--- config.mk ---
export PLATFORM = sky130hd
export DESIGN_NAME = fdc_recal_seq
export DESIGN_NICKNAME = d
export VERILOG_FILES = /design/src/rtl/fdc_recal_pkg.sv /design/src/rtl/fdc_recal_timer.sv /design/src/rtl/fdc_recal_step_cnt.sv /design/src/rtl/fdc_recal_seq.sv
export SDC_FILE = /design/constraint.sdc
export NUM_CORES = 1
export LEC_CHECK = 0
export CAP_MARGIN = 20
export CORE_UTILIZATION = 60
export DETAILED_ROUTE_END_ITERATION = 10
export DONT_BUFFER_PORTS = 1
export HOLD_SLACK_MARGIN = 0.06
export PLACE_DENSITY = 0.8
export SYNTH_ARGS = -nofsm -noshare
export SYNTH_HDL_FRONTEND = slang
export SYNTH_SLANG_ARGS = --single-unit
--- constraint.sdc ---
create_clock -name clk_i -period 2.4 [get_ports clk_i]
set_input_delay 0.72 -clock clk_i [delete_from_list [all_inputs] [get_ports clk_i]]
set_output_delay 0.72 -clock clk_i [all_outputs]
set_load 0.005 [all_outputs]
--- src/rtl/fdc_recal_pkg.sv ---
package fdc_recal_pkg;
  typedef enum logic [2:0] {
    ST_IDLE, ST_SETTLE, ST_CHECK, ST_STEP, ST_GAP
  } rc_state_e;

  localparam int ST0_SEEK_END = 5;
  localparam int ST0_EQ_CHK   = 4;
endpackage

--- src/rtl/fdc_recal_timer.sv ---
module fdc_recal_timer #(
  parameter int W = 8
) (
  input  logic         clk_i,
  input  logic         rst_ni,
  input  logic         load_i,
  input  logic [W-1:0] val_i,
  output logic         zero_o
);
  logic [W-1:0] cnt_q;

  always_ff @(posedge clk_i or negedge rst_ni) begin
    if (!rst_ni)              cnt_q <= '0;
    else if (load_i)          cnt_q <= val_i;
    else if (cnt_q != '0)     cnt_q <= cnt_q - 1'b1;
  end

  assign zero_o = (cnt_q == '0);
endmodule

--- src/rtl/fdc_recal_step_cnt.sv ---
module fdc_recal_step_cnt #(
  parameter int SHORT_MAX = 255,
  parameter int LONG_MAX  = 3925,
  parameter int CNT_W     = $clog2(LONG_MAX + 1)
) (
  input  logic clk_i,
  input  logic rst_ni,
  input  logic clr_i,
  input  logic inc_i,
  input  logic ext_i,
  output logic limit_o
);
  logic [CNT_W-1:0] cnt_q;
  logic [CNT_W-1:0] limit;

  assign limit = ext_i ? CNT_W'(LONG_MAX) : CNT_W'(SHORT_MAX);

  always_ff @(posedge clk_i or negedge rst_ni) begin
    if (!rst_ni)     cnt_q <= '0;
    else if (clr_i)  cnt_q <= '0;
    else if (inc_i)  cnt_q <= cnt_q + 1'b1;
  end

  assign limit_o = (cnt_q == limit);


  cnt_ceiling_chk: assert property (@(posedge clk_i) disable iff (!rst_ni)
    (cnt_q <= CNT_W'(LONG_MAX)) && (!ext_i -> cnt_q <= CNT_W'(SHORT_MAX)));
endmodule

--- src/rtl/fdc_recal_seq.sv ---
module fdc_recal_seq
  import fdc_recal_pkg::*;
#(
  parameter int NUM_DRV    = 4,
  parameter int DLY_W      = 8,
  parameter int GAP_W      = 8,
  parameter int PULSE_CLKS = 2,
  parameter int SHORT_MAX  = 255,
  parameter int LONG_MAX   = 3925,
  localparam int DRV_W     = $clog2(NUM_DRV),
  localparam int TMR_W     = (DLY_W > GAP_W) ? DLY_W : GAP_W
) (
  input  logic               clk_i,
  input  logic               rst_ni,
  input  logic               start_i,
  input  logic [DRV_W-1:0]   drive_sel_i,
  input  logic               ext_range_i,
  input  logic [DLY_W-1:0]   settle_dly_i,
  input  logic [GAP_W-1:0]   step_gap_i,
  input  logic               trk0_i,
  input  logic               sense_rd_i,
  output logic               step_o,
  output logic               dir_o,
  output logic [NUM_DRV-1:0] busy_o,
  output logic               irq_o,
  output logic [7:0]         status_o
);
  rc_state_e        state_q, state_d;
  logic [DRV_W-1:0] drv_q;
  logic             ext_q;
  logic [GAP_W-1:0] gap_q;
  logic             tmr_load, tmr_zero;
  logic [TMR_W-1:0] tmr_val;
  logic             sc_clr, sc_inc, sc_limit;
  logic             done;
  logic             irq_q;
  logic [7:0]       st_q, st_d;
  logic             accept;

  assign accept = (state_q == ST_IDLE) && start_i;

  fdc_recal_timer #(.W(TMR_W)) u_timer (
    .clk_i (clk_i), .rst_ni (rst_ni),
    .load_i(tmr_load), .val_i(tmr_val), .zero_o(tmr_zero)
  );

  fdc_recal_step_cnt #(.SHORT_MAX(SHORT_MAX), .LONG_MAX(LONG_MAX)) u_step_cnt (
    .clk_i (clk_i), .rst_ni (rst_ni),
    .clr_i (sc_clr), .inc_i (sc_inc), .ext_i (ext_q), .limit_o(sc_limit)
  );

  always_comb begin
    state_d  = state_q;
    tmr_load = 1'b0;
    tmr_val  = '0;
    sc_clr   = 1'b0;
    sc_inc   = 1'b0;
    done     = 1'b0;
    unique case (state_q)
      ST_IDLE: if (start_i) begin
        state_d  = ST_SETTLE;
        tmr_load = 1'b1;
        tmr_val  = TMR_W'(settle_dly_i);
        sc_clr   = 1'b1;
      end
      ST_SETTLE: if (tmr_zero) state_d = ST_CHECK;
      ST_CHECK: begin
        // track zero wins over the ceiling
        if (trk0_i || sc_limit) begin
          done    = 1'b1;
          state_d = ST_IDLE;
        end else begin
          state_d  = ST_STEP;
          tmr_load = 1'b1;
          tmr_val  = TMR_W'(PULSE_CLKS - 1);
          sc_inc   = 1'b1;
        end
      end
      ST_STEP: if (tmr_zero) begin
        state_d  = ST_GAP;
        tmr_load = 1'b1;
        tmr_val  = TMR_W'(gap_q);
      end
      ST_GAP: if (tmr_zero) state_d = ST_CHECK;
      default: state_d = ST_IDLE;
    endcase
  end

  always_comb begin
    st_d                = '0;
    st_d[DRV_W-1:0]     = drv_q;
    st_d[ST0_SEEK_END]  = 1'b1;
    st_d[ST0_EQ_CHK]    = ~trk0_i;
  end

  always_ff @(posedge clk_i or negedge rst_ni) begin
    if (!rst_ni) begin
      state_q <= ST_IDLE;
      drv_q   <= '0;
      ext_q   <= 1'b0;
      gap_q   <= '0;
      irq_q   <= 1'b0;
      st_q    <= '0;
    end else begin
      state_q <= state_d;
      if (accept) begin
        drv_q <= drive_sel_i;
        ext_q <= ext_range_i;
        gap_q <= step_gap_i;
      end
      if (done) begin
        irq_q <= 1'b1;
        st_q  <= st_d;
      end else if (sense_rd_i) begin
        irq_q <= 1'b0;
      end
    end
  end

  for (genvar i = 0; i < NUM_DRV; i++) begin : g_busy
    assign busy_o[i] = (state_q != ST_IDLE) && (drv_q == DRV_W'(i));
  end

  assign step_o   = (state_q == ST_STEP);
  assign dir_o    = (state_q != ST_IDLE);
  assign irq_o    = irq_q;
  assign status_o = st_q;


  busy_onehot_chk: assert property (@(posedge clk_i) disable iff (!rst_ni)
    $onehot0(busy_o));


  trk0_stops_chk: assert property (@(posedge clk_i) disable iff (!rst_ni)
    (state_q == ST_CHECK && trk0_i) |=> !step_o && !dir_o);


  irq_at_end_chk: assert property (@(posedge clk_i) disable iff (!rst_ni)
    $rose(irq_o) |-> $fell(|busy_o));


  busy_start_ign_chk: assert property (@(posedge clk_i) disable iff (!rst_ni)
    (state_q != ST_IDLE && start_i) |=> $stable(drv_q) && $stable(ext_q));


  eq_only_limit_chk: assert property (@(posedge clk_i) disable iff (!rst_ni)
    ($rose(irq_o) && status_o[ST0_EQ_CHK]) |-> $past(sc_limit));


  dir_lead_chk: assert property (@(posedge clk_i) disable iff (!rst_ni)
    $rose(step_o) |-> $past(dir_o));
endmodule

* Word-level counts from Yosys, hierarchy flattened
Cells that the tools add are included.
W data, S select, Z words.
** Storage, ports and cells
- Register bits after elaboration :: 39
- Input port bits :: 24
- Output and inout port bits :: 15
- Logic and storage cells :: 62
** Cells by class
- $add $sub $neg :: 2
- Eq/ne operators :: 11
- Mux-type cells :: 24
- Bitwise logic cells :: 1
- Reduce and logical (&&, ||, !) cells :: 16
** Operators by type and width (count)
- $mux W12 :: 3
- $mux W8 :: 4
- $pmux W8 S3 :: 1
- $add A12 B1 Y12 const B :: 1
- $eq A12 B12 Y1 :: 1
- $pmux W3 S4 :: 1
- $mux W1 :: 10
- $mux W3 :: 3
- $logic_not A8 Y1 :: 1
- $reduce_bool A8 Y1 :: 1
- $sub A8 B1 Y8 const B :: 1
- $eq A3 B2 Y1 const B :: 2
- $reduce_bool A2 Y1 :: 3
- $logic_and A1 B1 Y1 :: 5
- $eq A2 B2 Y1 const B :: 2
- $ne A2 B1 Y1 const B :: 2
- $eq A3 B1 Y1 const B :: 1
- $eq A3 B3 Y1 const B :: 1
- $logic_not A3 Y1 :: 1
- $pmux W1 S3 :: 1
- $reduce_and A3 Y1 :: 1
- $reduce_bool A3 Y1 :: 1
- $eq A2 B1 Y1 const B :: 1
- $logic_not A2 Y1 :: 1
- other kinds (5) :: 5

* Depth between registers and ports, before layout
Gate-level depths: netlist (run 1).
- Depth after elaboration :: 7
- Gate-level depth with buffers :: 8
- Depth with buffers taken out :: 7

* Hierarchy
From an unflattened synthesis (run 1), not the netlist that was laid out.
** Second synthesis, totals
- Cells, all modules :: 205
- Area, all modules :: 2140.8 um^2
** By module, submodules not included
- fdc_recal_seq :: times used 1, cells an instance 82, area each 1016.0 um^2, seq. area each 475.5 um^2
- fdc_recal_step_cnt :: times used 1, cells an instance 69, area each 648.1 um^2, seq. area each 300.3 um^2
- fdc_recal_timer :: times used 1, cells an instance 54, area each 476.7 um^2, seq. area each 200.2 um^2

* Least setup slack after synthesis (run 1)
OpenSTA, ideal clock, no wires.
- Path type :: input port to flip-flop
- Start :: in trk0_i
- End :: reg u_step_cnt.cnt_q[10]
- Setup time :: 78 ps
- Arrival :: 2054 ps
- Slack :: 268 ps
- Stages :: 4
- Path buffers :: 0
- Cell sequence :: or4b_4 > a31o_4 > or4_1 > a21oi_1
** Between the ends
- Longest elaborated chain between the ends :: 4
** Ends and longest elaborated chain
- start: declaration :: RTL line fdc_recal_seq.sv:20 : input logic trk0_i,
- $logic_or A1 B1 Y1 :: RTL line fdc_recal_seq.sv:69 : if (trk0_i || sc_limit) begin
- $mux W1 :: RTL line fdc_recal_seq.sv:69
- $mux W1 :: RTL line fdc_recal_seq.sv:59 : unique case (state_q)
- $reduce_bool A2 Y1 (no source line)
- end signal: assignment :: RTL line fdc_recal_step_cnt.sv:21 : else if (inc_i) cnt_q <= cnt_q + 1'b1;
- end: declaration :: RTL line fdc_recal_step_cnt.sv:13 : logic [CNT_W-1:0] cnt_q;
No other way between the ends.
A chain may end at the register's enable or synchronous reset.

* Final worst setup path (run 1)
- Start :: reg state_q[0]
- End :: out busy_o[3]
** Between the ends
- Longest elaborated chain between the ends :: 2
** Ends and longest elaborated chain
- start: declaration :: RTL line fdc_recal_seq.sv:28 : rc_state_e state_q, state_d;
- start signal: assignment :: RTL line fdc_recal_seq.sv:105 : state_q <= state_d;
- $reduce_bool A3 Y1
- via dir_o :: RTL line fdc_recal_seq.sv:23 : output logic dir_o,
- $logic_and A1 B1 Y1 :: RTL line fdc_recal_seq.sv:121 : assign busy_o[i] = (state_q != ST_IDLE) && (drv_q == DRV_W'(i));
- end: declaration :: RTL line fdc_recal_seq.sv:24 : output logic [NUM_DRV-1:0] busy_o,
The timed path passes the listed nets, and every way through them passes these cells.

==> results.md, run 1 <==
- The ratio of total power to cell area is 918 mW/mm2.
- The via count of the first global-routing pass is 1433.
- Final hold analysis gives a worst-case slack of 0.189 ns.
- The number of distinct standard cells referenced by the synthesized netlist is 50.
- The clock net in this run drives a total of 39 sinks.
- From bottom edge to top edge, the die measures 61.0 um.
- The clock reaches the later pin of the worst-skew pair after 0.35 ns.
- The setup-violating endpoint count in the final report is 0.
- The sum of negative setup slack is 0 ns.
- After routing the design area is 0.00220 mm2.
- The setup skew after layout is 0.0119 ns.
- The first global-routing pass estimated 6.68 mm of wire.
- The required time of the critical path is 1.68 ns.
- The path length in cells of the critical path is 3.
- The die covers 0.00372 mm2.
- The total via count in the routed design is 1681.
- The yosys synthesis warning count is 0.
- The half-perimeter wire length after detailed placement is 2.98 mm.
- In this run, synthesis inferred 0 flip-flops with an integrated enable.
- The fraction of registers with async set/reset is 100%.
- The largest voltage drop on the vdd net is 0.469 mV.
- The region available for standard cell placement spans 0.00334 mm2.
- The setup path with the least slack is of type flip-flop to primary output.
- The pre-CTS setup slack is 0.122 ns.
- The number of I/O port buffers is 0.
- The critical path ends at busy_o[3].
- The slowest stage of the critical path is the sky130_fd_sc_hd__dfrtp_1 cell.
- The design draws 2.02 mW.
- The total buffers and inverters traversed by the critical path is 1.
- The logic depth of the worst register-to-register path is 5.
- The met2 layer wire length in the routed design is 2.01 mm.
- Summed over all cells, the static leakage comes to 1.01 nW.
- After the first detailed-routing iteration, the DRC count stood at 125.
- The end-of-flow core utilization is 66.1%.
- The flow ran to the end, and the final reports show no timing, DRC or antenna violations.
- Broken down by cell family, the worst path's largest delay share belongs to simple AND/OR/NAND/NOR gates.
- The detailed-route wire length per cell is 15.6 um.
- The first detailed-routing pass took 4 iterations.
- The total clock buffers created by CTS is 5.
- The antenna violation net count after detailed routing is 0.
- The die width is 61.0 um.
- In this run the post-CTS setup repair buffer count came out at 0.
- The highest metal layer carrying signal wires in the routed design is met4.
- For this run, the leading register cell type out of synthesis is sky130_fd_sc_hd__dfrtp_1.
- The number of placed instances, taps included, is 269.
- The cell area that synthesis handed to floorplanning was 0.00209 mm2.
- Dividing the synthesized area by the synthesized cell count gives 9.21 um2.
- Once the floorplan was initialized, standard cells occupied 62.7% of the core.
- For this run, the total global-route usage over all layers was measured as 24.8%.
- The cell count after synthesis came out at 227.
- STA classifies the critical path endpoint as a primary output.
- Routability-driven placement finished with a final weighted congestion of 0.845.
- Across all register-to-register paths, the minimum setup slack is 0.16 ns.
- Derived from the worst setup path, the maximum achievable clock frequency is 443 MHz.
- Once layout is complete, the cells apart from fillers number 278.
- Across the run, the number of max-cap violations was 0.
- The kind of launch point of the worst setup path is a flip-flop.
- The placed cell area is 0.00213 mm2.
- The number of antenna diodes in the final layout is 0.
- The clock slew seen by the registers of the worst setup and hold paths is 0.12 ns.
- The I/O pin total is 39.
- The slack of the critical path is 0.142 ns.
- The total count of hold-check failures in the final report came to 0.
- The share of the yosys chip area belonging to registers is 46.7%.
- The part of the cycle the worst path needs is 94.1%.
- The number of remaining DRC errors is 0.
- The maximum buffer depth of the clock tree is 2.
- The global route total overflow is 0.
- Setup repair after global routing left no endpoint under its margin.
- The overall routed net length is 4.35 mm.
- The TritonCTS clock tree is yes.
- Of the cells placed in the final design, the portion with a size suffix greater than 1 is 9.05%.
- The initial antenna violation count was 0.
- Entering global routing, the biggest net connects 40 pins.
- Counting I/O delays and the setup requirement, the final critical path takes 2.26 ns.
- The biggest fanout along the worst timing path is 8.
- The first element of the critical path is state_q[0].
- Row generation in the floorplan step produced 21 rows.
- The post-synthesis register bit count is 39.
- The class of the most critical hold timing path is input port to asynchronous set/reset pin.
- The final layout contains 258 nets.
- The number of vias per cell is 6.05.
- Data on the critical path arrives at its endpoint at 1.54 ns.
- After detailed routing, the met3 layer carries 292 um of wire.
- CTS placed an instance of sky130_fd_sc_hd__clkbuf_4 at the clock tree root.
- The number of H-tree branching levels is 2.
- The layout overhead on the synthesized area is 5.45%.
- In this run the critical register-to-register path is captured at status_o[0].
- The max-slew violation total from the final report was 0.
- The worst register-to-register path begins at u_step_cnt.cnt_q[8].
- After detailed routing, the wire length on met1 is 1.99 mm.
- In this design, the stage delay of the slowest critical-path cell is 0.49 ns.
- The signal on the critical path passes through nor3_2, inv_1, and3_1.
[report_power, final]
part	internal, mW	switching [mW]	total, mW
combinational	0.292	0.356	0.648
sequential	0.858	0.187	1.05
clock	0.114	0.217	0.331
total	1.26	0.761	2.02
[registers in the layout, indices dropped and copies added, names as in the netlist]
register	cells
state_q	3
u_step_cnt.cnt_q	12
u_timer.cnt_q	8
drv_q	2
irq_o	1
gap_q	8
status_o	4
ext_q	1
[cells by family after synthesis]
logic type | count (synthesis) | share of synthesized area (%)
multiplexers | 4 | 2.63
buffers and inverters | 21 | 5.63
other | 1 | 0.179
AND/OR/NAND/NOR | 104 | 24.9
XOR/XNOR | 5 | 2.09
adder cells (fa/ha/maj) | 3 | 1.80
AO/OA/AOI/OAI | 50 | 16.1
flip-flops | 39 | 46.7
[worst register-to-register path: stages, from the launching register on]
cell and delay [ns]:
sky130_fd_sc_hd__dfrtp_1 0.47, sky130_fd_sc_hd__or4_1 0.52, sky130_fd_sc_hd__o22ai_1 0.33, sky130_fd_sc_hd__a31oi_1 0.19
sky130_fd_sc_hd__and2b_1 0.29, sky130_fd_sc_hd__mux2_2 0.34
[routing by layer]
layer	up-vias	track usage [%]
met5	-	0
met4	0	9.74
li1	815	-
met1	799	35.2
met3	4	6.09
met2	63	36.6
[worst min-delay path by stage]
stage,slack (ns),to
2_1_floorplan,0.42,drv_q[0]
3_3_place_gp,0.43,status_o[1]
3_5_place_dp,0.43,status_o[1]
4_1_cts,0.19,gap_q[7]
5_1_grt,0.20,status_o[1]
6_report,0.19,gap_q[7]
[layout by cell type, fill, tap and decap left out, types with 5 or more instances in the layout]
master                     instances
sky130_fd_sc_hd__clkbuf_4          5
sky130_fd_sc_hd__nand2_1          45
sky130_fd_sc_hd__o21ai_0           8
sky130_fd_sc_hd__buf_4             5
sky130_fd_sc_hd__inv_1             8
sky130_fd_sc_hd__o211ai_1          5
sky130_fd_sc_hd__o31ai_1           5
sky130_fd_sc_hd__a22oi_1           8
sky130_fd_sc_hd__dfrtp_1          39
sky130_fd_sc_hd__or4_1             5
sky130_fd_sc_hd__nor2_1           11
sky130_fd_sc_hd__nand3_1           9
sky130_fd_sc_hd__a21oi_1          12
sky130_fd_sc_hd__nor3_1            7
[Yosys cell counts (8+ instances only)]
library cell,count,share of area [%]
sky130_fd_sc_hd__dfrtp_1,39,47
sky130_fd_sc_hd__a22oi_1,8,2.9
sky130_fd_sc_hd__nand3_1,9,2.2
sky130_fd_sc_hd__a21oi_1,12,2.9
sky130_fd_sc_hd__nand2_1,45,8.1
sky130_fd_sc_hd__nor2_1,11,2.0
sky130_fd_sc_hd__o21ai_0,8,1.9
sky130_fd_sc_hd__nor3_1,8,1.9
sky130_fd_sc_hd__inv_1,8,1.4
[what timing repair did]
action                     in CTS  in global routing
hold buffers                    1                  0
hold endpoints to repair       39                  0
gates resized for setup         1                  0
setup endpoints to repair       1                  0
[area by class of cell]
class                   count  area [um2]
well taps                  46        57.6
flip-flops and latches     39         976
repair buffers              7        77.6
multi-input cells         170        1010
fillers                   295        1130
inverters                   8        30.0
clock buffers               7        45.0
clock inverters             1        5.00
No activity file was read; power rests on OpenSTA's default activity.
==> run 2, diff against run 1 <==
--- a/config.mk
+++ b/config.mk
@@ -5,12 +5,13 @@
 export SDC_FILE = /design/constraint.sdc
 export NUM_CORES = 1
 export LEC_CHECK = 0
+export BUFFER_PORTS_ARGS = -buffer_cell sky130_fd_sc_hd__buf_4
 export CAP_MARGIN = 20
-export CORE_UTILIZATION = 60
+export CORE_UTILIZATION = 55
 export DETAILED_ROUTE_END_ITERATION = 10
-export DONT_BUFFER_PORTS = 1
 export HOLD_SLACK_MARGIN = 0.06
-export PLACE_DENSITY = 0.8
+export MAX_ROUTING_LAYER = met4
+export PLACE_DENSITY = 0.83
 export SYNTH_ARGS = -nofsm -noshare
 export SYNTH_HDL_FRONTEND = slang
 export SYNTH_SLANG_ARGS = --single-unit
==> run 2 against run 1 <==
Net effect: critical path depth rose by 1; register-to-register slack improved by 0.11 ns; worst hold slack improved by 0.18 ns; fmax is 2.4% higher; power increased by 12%; sequential share of layout area shrank 4.8 points; utilization grew 1.5 points; cell count up 13%; global-route usage shrank 0.38 points; combinational power rose by 19%; sequential cell count unchanged; die area up 8.8%; critical path type unchanged; largest cell class unchanged; largest power group unchanged.
==> results.md, run 2 (synthesis results as in run 1) <==
- The required time of the critical path is 1.68 ns (about the same).
- The max-slew violation total from the final report is 0 (unchanged).
- The antenna violation net count after detailed routing is 0 (unchanged).
- The detailed-route wire length per cell is 13.7 um (-13%).
- The total leakage power came to 1.19 nW (+17%).
- The count of clock tree sinks came to 39 (unchanged).
- The setup-violating endpoint count in the final report is 0 (unchanged).
- The number of flip-flops in the largest register is 12 (unchanged).
- The number of placement rows was 22 (+4.8%).
- The die width is 63.7 um (+4.3%).
- The number of DRC markers after the initial detailed-route iteration is 78 (-38%).
- The reg-to-reg critical path endpoint is u_timer.cnt_q[2].
- The max capacitance violation total came to 0 (unchanged).
- The number of remaining DRC errors was 0 (unchanged).
- The number of detailed-route iterations in the first pass is 4 (unchanged).
- The placer congestion estimate came to 0.921 (+9.1%).
- The wire length of the first global-routing pass came to 7.40 mm (+11%).
- The worst setup path is launched from a flip-flop.
- The maximum buffer depth of the clock tree is 2 (unchanged).
- The flop-to-flop setup slack is 0.27 ns (+0.11 ns).
- The number of vias per cell is 5.65 (-6.5%).
- The pin count of the biggest net entering global routing is 40 (unchanged).
- The achievable clock frequency is 454 MHz (+2.4%).
- The sum of negative setup slack is 0 ns (unchanged).
- The top cell types in the final layout, fill and taps aside, are sky130_fd_sc_hd__nand2_1, sky130_fd_sc_hd__buf_4, sky130_fd_sc_hd__dfrtp_1, sky130_fd_sc_hd__a21oi_1, sky130_fd_sc_hd__nor2_1.
- STA classifies the critical path endpoint as a primary output.
- The share of layout cells above drive strength 1 is 21.1% (+12 points).
- The number of H-tree branching levels is 2 (unchanged).
- In this run the worst setup path begins at state_q[0].
- Setup repair after global routing left no endpoint under its margin.
- The largest voltage drop on the vdd net came to 0.457 mV (-2.6%).
- The y dimension of the die is 63.7 um (+4.3%).
- For the pin with the worst max-slew slack, the measured transition is 0.639 ns.
- The fill cell total of the finished layout is 298 (+1.0%).
- The clock period minus final worst setup slack is 2.20 ns (-0.0535 ns).
- More flip-flops sit in one register than any other, and that register is u_step_cnt.cnt_q.
- The worst flop-to-flop path startpoint is u_timer.cnt_q[0].
- The relative max-transition margin is 57.3%.
- The half-perimeter wire length after detailed placement was 3.01 mm (+1.2%).
- The core outline area is 0.00366 mm2 (+9.7%).
- The number of antenna diodes is 0 (unchanged).
- The instance count after placement with tap cells included is 306 (+14%).
- The ratio of total power to cell area is 912 mW/mm2 (-0.66%).
- The logic depth of the worst register-to-register path is 7 (+2).
- The largest registers in the layout are u_step_cnt.cnt_q (12), gap_q (8), u_timer.cnt_q (8).
- The worst endpoint data arrival time came to 1.48 ns (-0.06 ns).
- The initial antenna violation count is 0 (unchanged).
- The root cell of the clock tree is sky130_fd_sc_hd__clkbuf_8.
- The total count of hold-check failures in the final report came to 0 (unchanged).
- The total setup buffers inserted after CTS was 0 (unchanged).
- The setup skew after layout is 0.00641 ns (-0.00550 ns).
- The I/O pin total is 39 (unchanged).
- The starting density of the core is 57.1% (-5.5 points).
- The layout overhead on the synthesized area is 18.4%.
- The number of nets at the end of the flow is 292 (+13%).
- The overall routed net length is 4.28 mm (-1.7%).
- The run finished with clean final reports.
- The area enclosed by the die boundary is 0.00405 mm2 (+8.8%).
- The class of the most critical hold timing path is input port to asynchronous set/reset pin.
- The TritonCTS clock tree is yes.
- The clock slew seen by the registers of the worst setup and hold paths came to 0.07 ns (-0.05 ns).
- The global route total overflow is 0 (unchanged).
- The total via count in the routed design was 1769 (+5.2%).
- The clock insertion delay at the later pin of the skew report came to 0.29 ns (-0.06 ns).
- The number of I/O port buffers is 34 (+34).
- The via count of the first global-routing pass is 1646 (+15%).
- The part of the cycle the worst path needs came to 91.9% (-2.2 points).
- The biggest fanout along the worst timing path is 8 (unchanged).
- The most common cell after layout, fill and taps aside is sky130_fd_sc_hd__nand2_1.
- The total clock buffers created by CTS was 5 (unchanged).
- By startpoint and endpoint, the worst setup path is classified as flip-flop to primary output.
- The global routing usage summed across all routing layers was 24.4% (-0.38 points).
- The non-filler instance count after layout is 313 (+13%).
run 2: cell count changes in the layout (fill, tap and decap cells not counted), sizes merged:
cell / change
buf: +34
clkbuf: -1
run 2: through the flow:
stage	total power [mW]	util [%]	hold WS (ns)	instance area (um2)	setup slack [ns]
after floorplan	1.53	-	0.424	2100	0.268
after global placement	1.79	65.1	0.452	2380	0.0886
after detailed placement	1.82	65.1	0.456	2380	0.0395
after CTS	2.27	67.5	0.398	2470	0.0831
after global routing	2.44	67.6	0.415	2470	0.0618
final	2.26	67.6	0.371	2470	0.195
run 2: cell type report:
| class | instances | area, um2 | area share (%) |
|---|---|---|---|
| clock buffer | 6 | 82.6 | 3.34 |
| clock inverter | 1 | 5.00 | 0.202 |
| inverter | 8 | 30.0 | 1.21 |
| multi-input combinational | 170 | 1010 | 41.0 |
| sequential | 39 | 976 | 39.4 |
| tap | 48 | 60.1 | 2.43 |
| timing repair buffer | 41 | 308 | 12.4 |
run 2: power breakdown:
part | leakage [nW] | total [mW] | switching [mW] | internal (mW)
clock network | 0.0470 | 0.442 | 0.217 | 0.225
registers | 0.505 | 1.04 | 0.183 | 0.859
logic | 0.636 | 0.773 | 0.380 | 0.393
total | 1.19 | 2.26 | 0.780 | 1.48
run 2: worst max-delay path: stages, from the launching register on:
cell	delay [ns]
sky130_fd_sc_hd__dfrtp_1	0.46
sky130_fd_sc_hd__nor3_2	0.29
sky130_fd_sc_hd__inv_1	0.12
sky130_fd_sc_hd__and3_1	0.19
sky130_fd_sc_hd__buf_4	0.13
run 2: layer usage:
metal / vias up / share of wire, % / track usage [%]
met3: 5 / 3.9 / 5.98
met5: - / 0 / -
li1: 885 / - / -
met4: 0 / 1.1 / 8.52
met1: 844 / 46 / 32.4
met2: 35 / 49 / 36.3
run 2: worst max path at each step:
stage / slack (ns) / end
finish: 0.20 / busy_o[3]
global route: 0.06 / u_timer.cnt_q[6]
CTS: 0.08 / busy_o[3]
detailed placement: 0.04 / u_step_cnt.cnt_q[8]
global placement: 0.09 / u_step_cnt.cnt_q[10]
floorplan: 0.27 / u_step_cnt.cnt_q[10]
run 2: repair_timing:
| item | in CTS | in global routing |
|---|---|---|
| hold buffers | 0 | 0 |
| resized for setup | 0 | 1 |
| endpoints found under the setup margin | 0 | 3 |
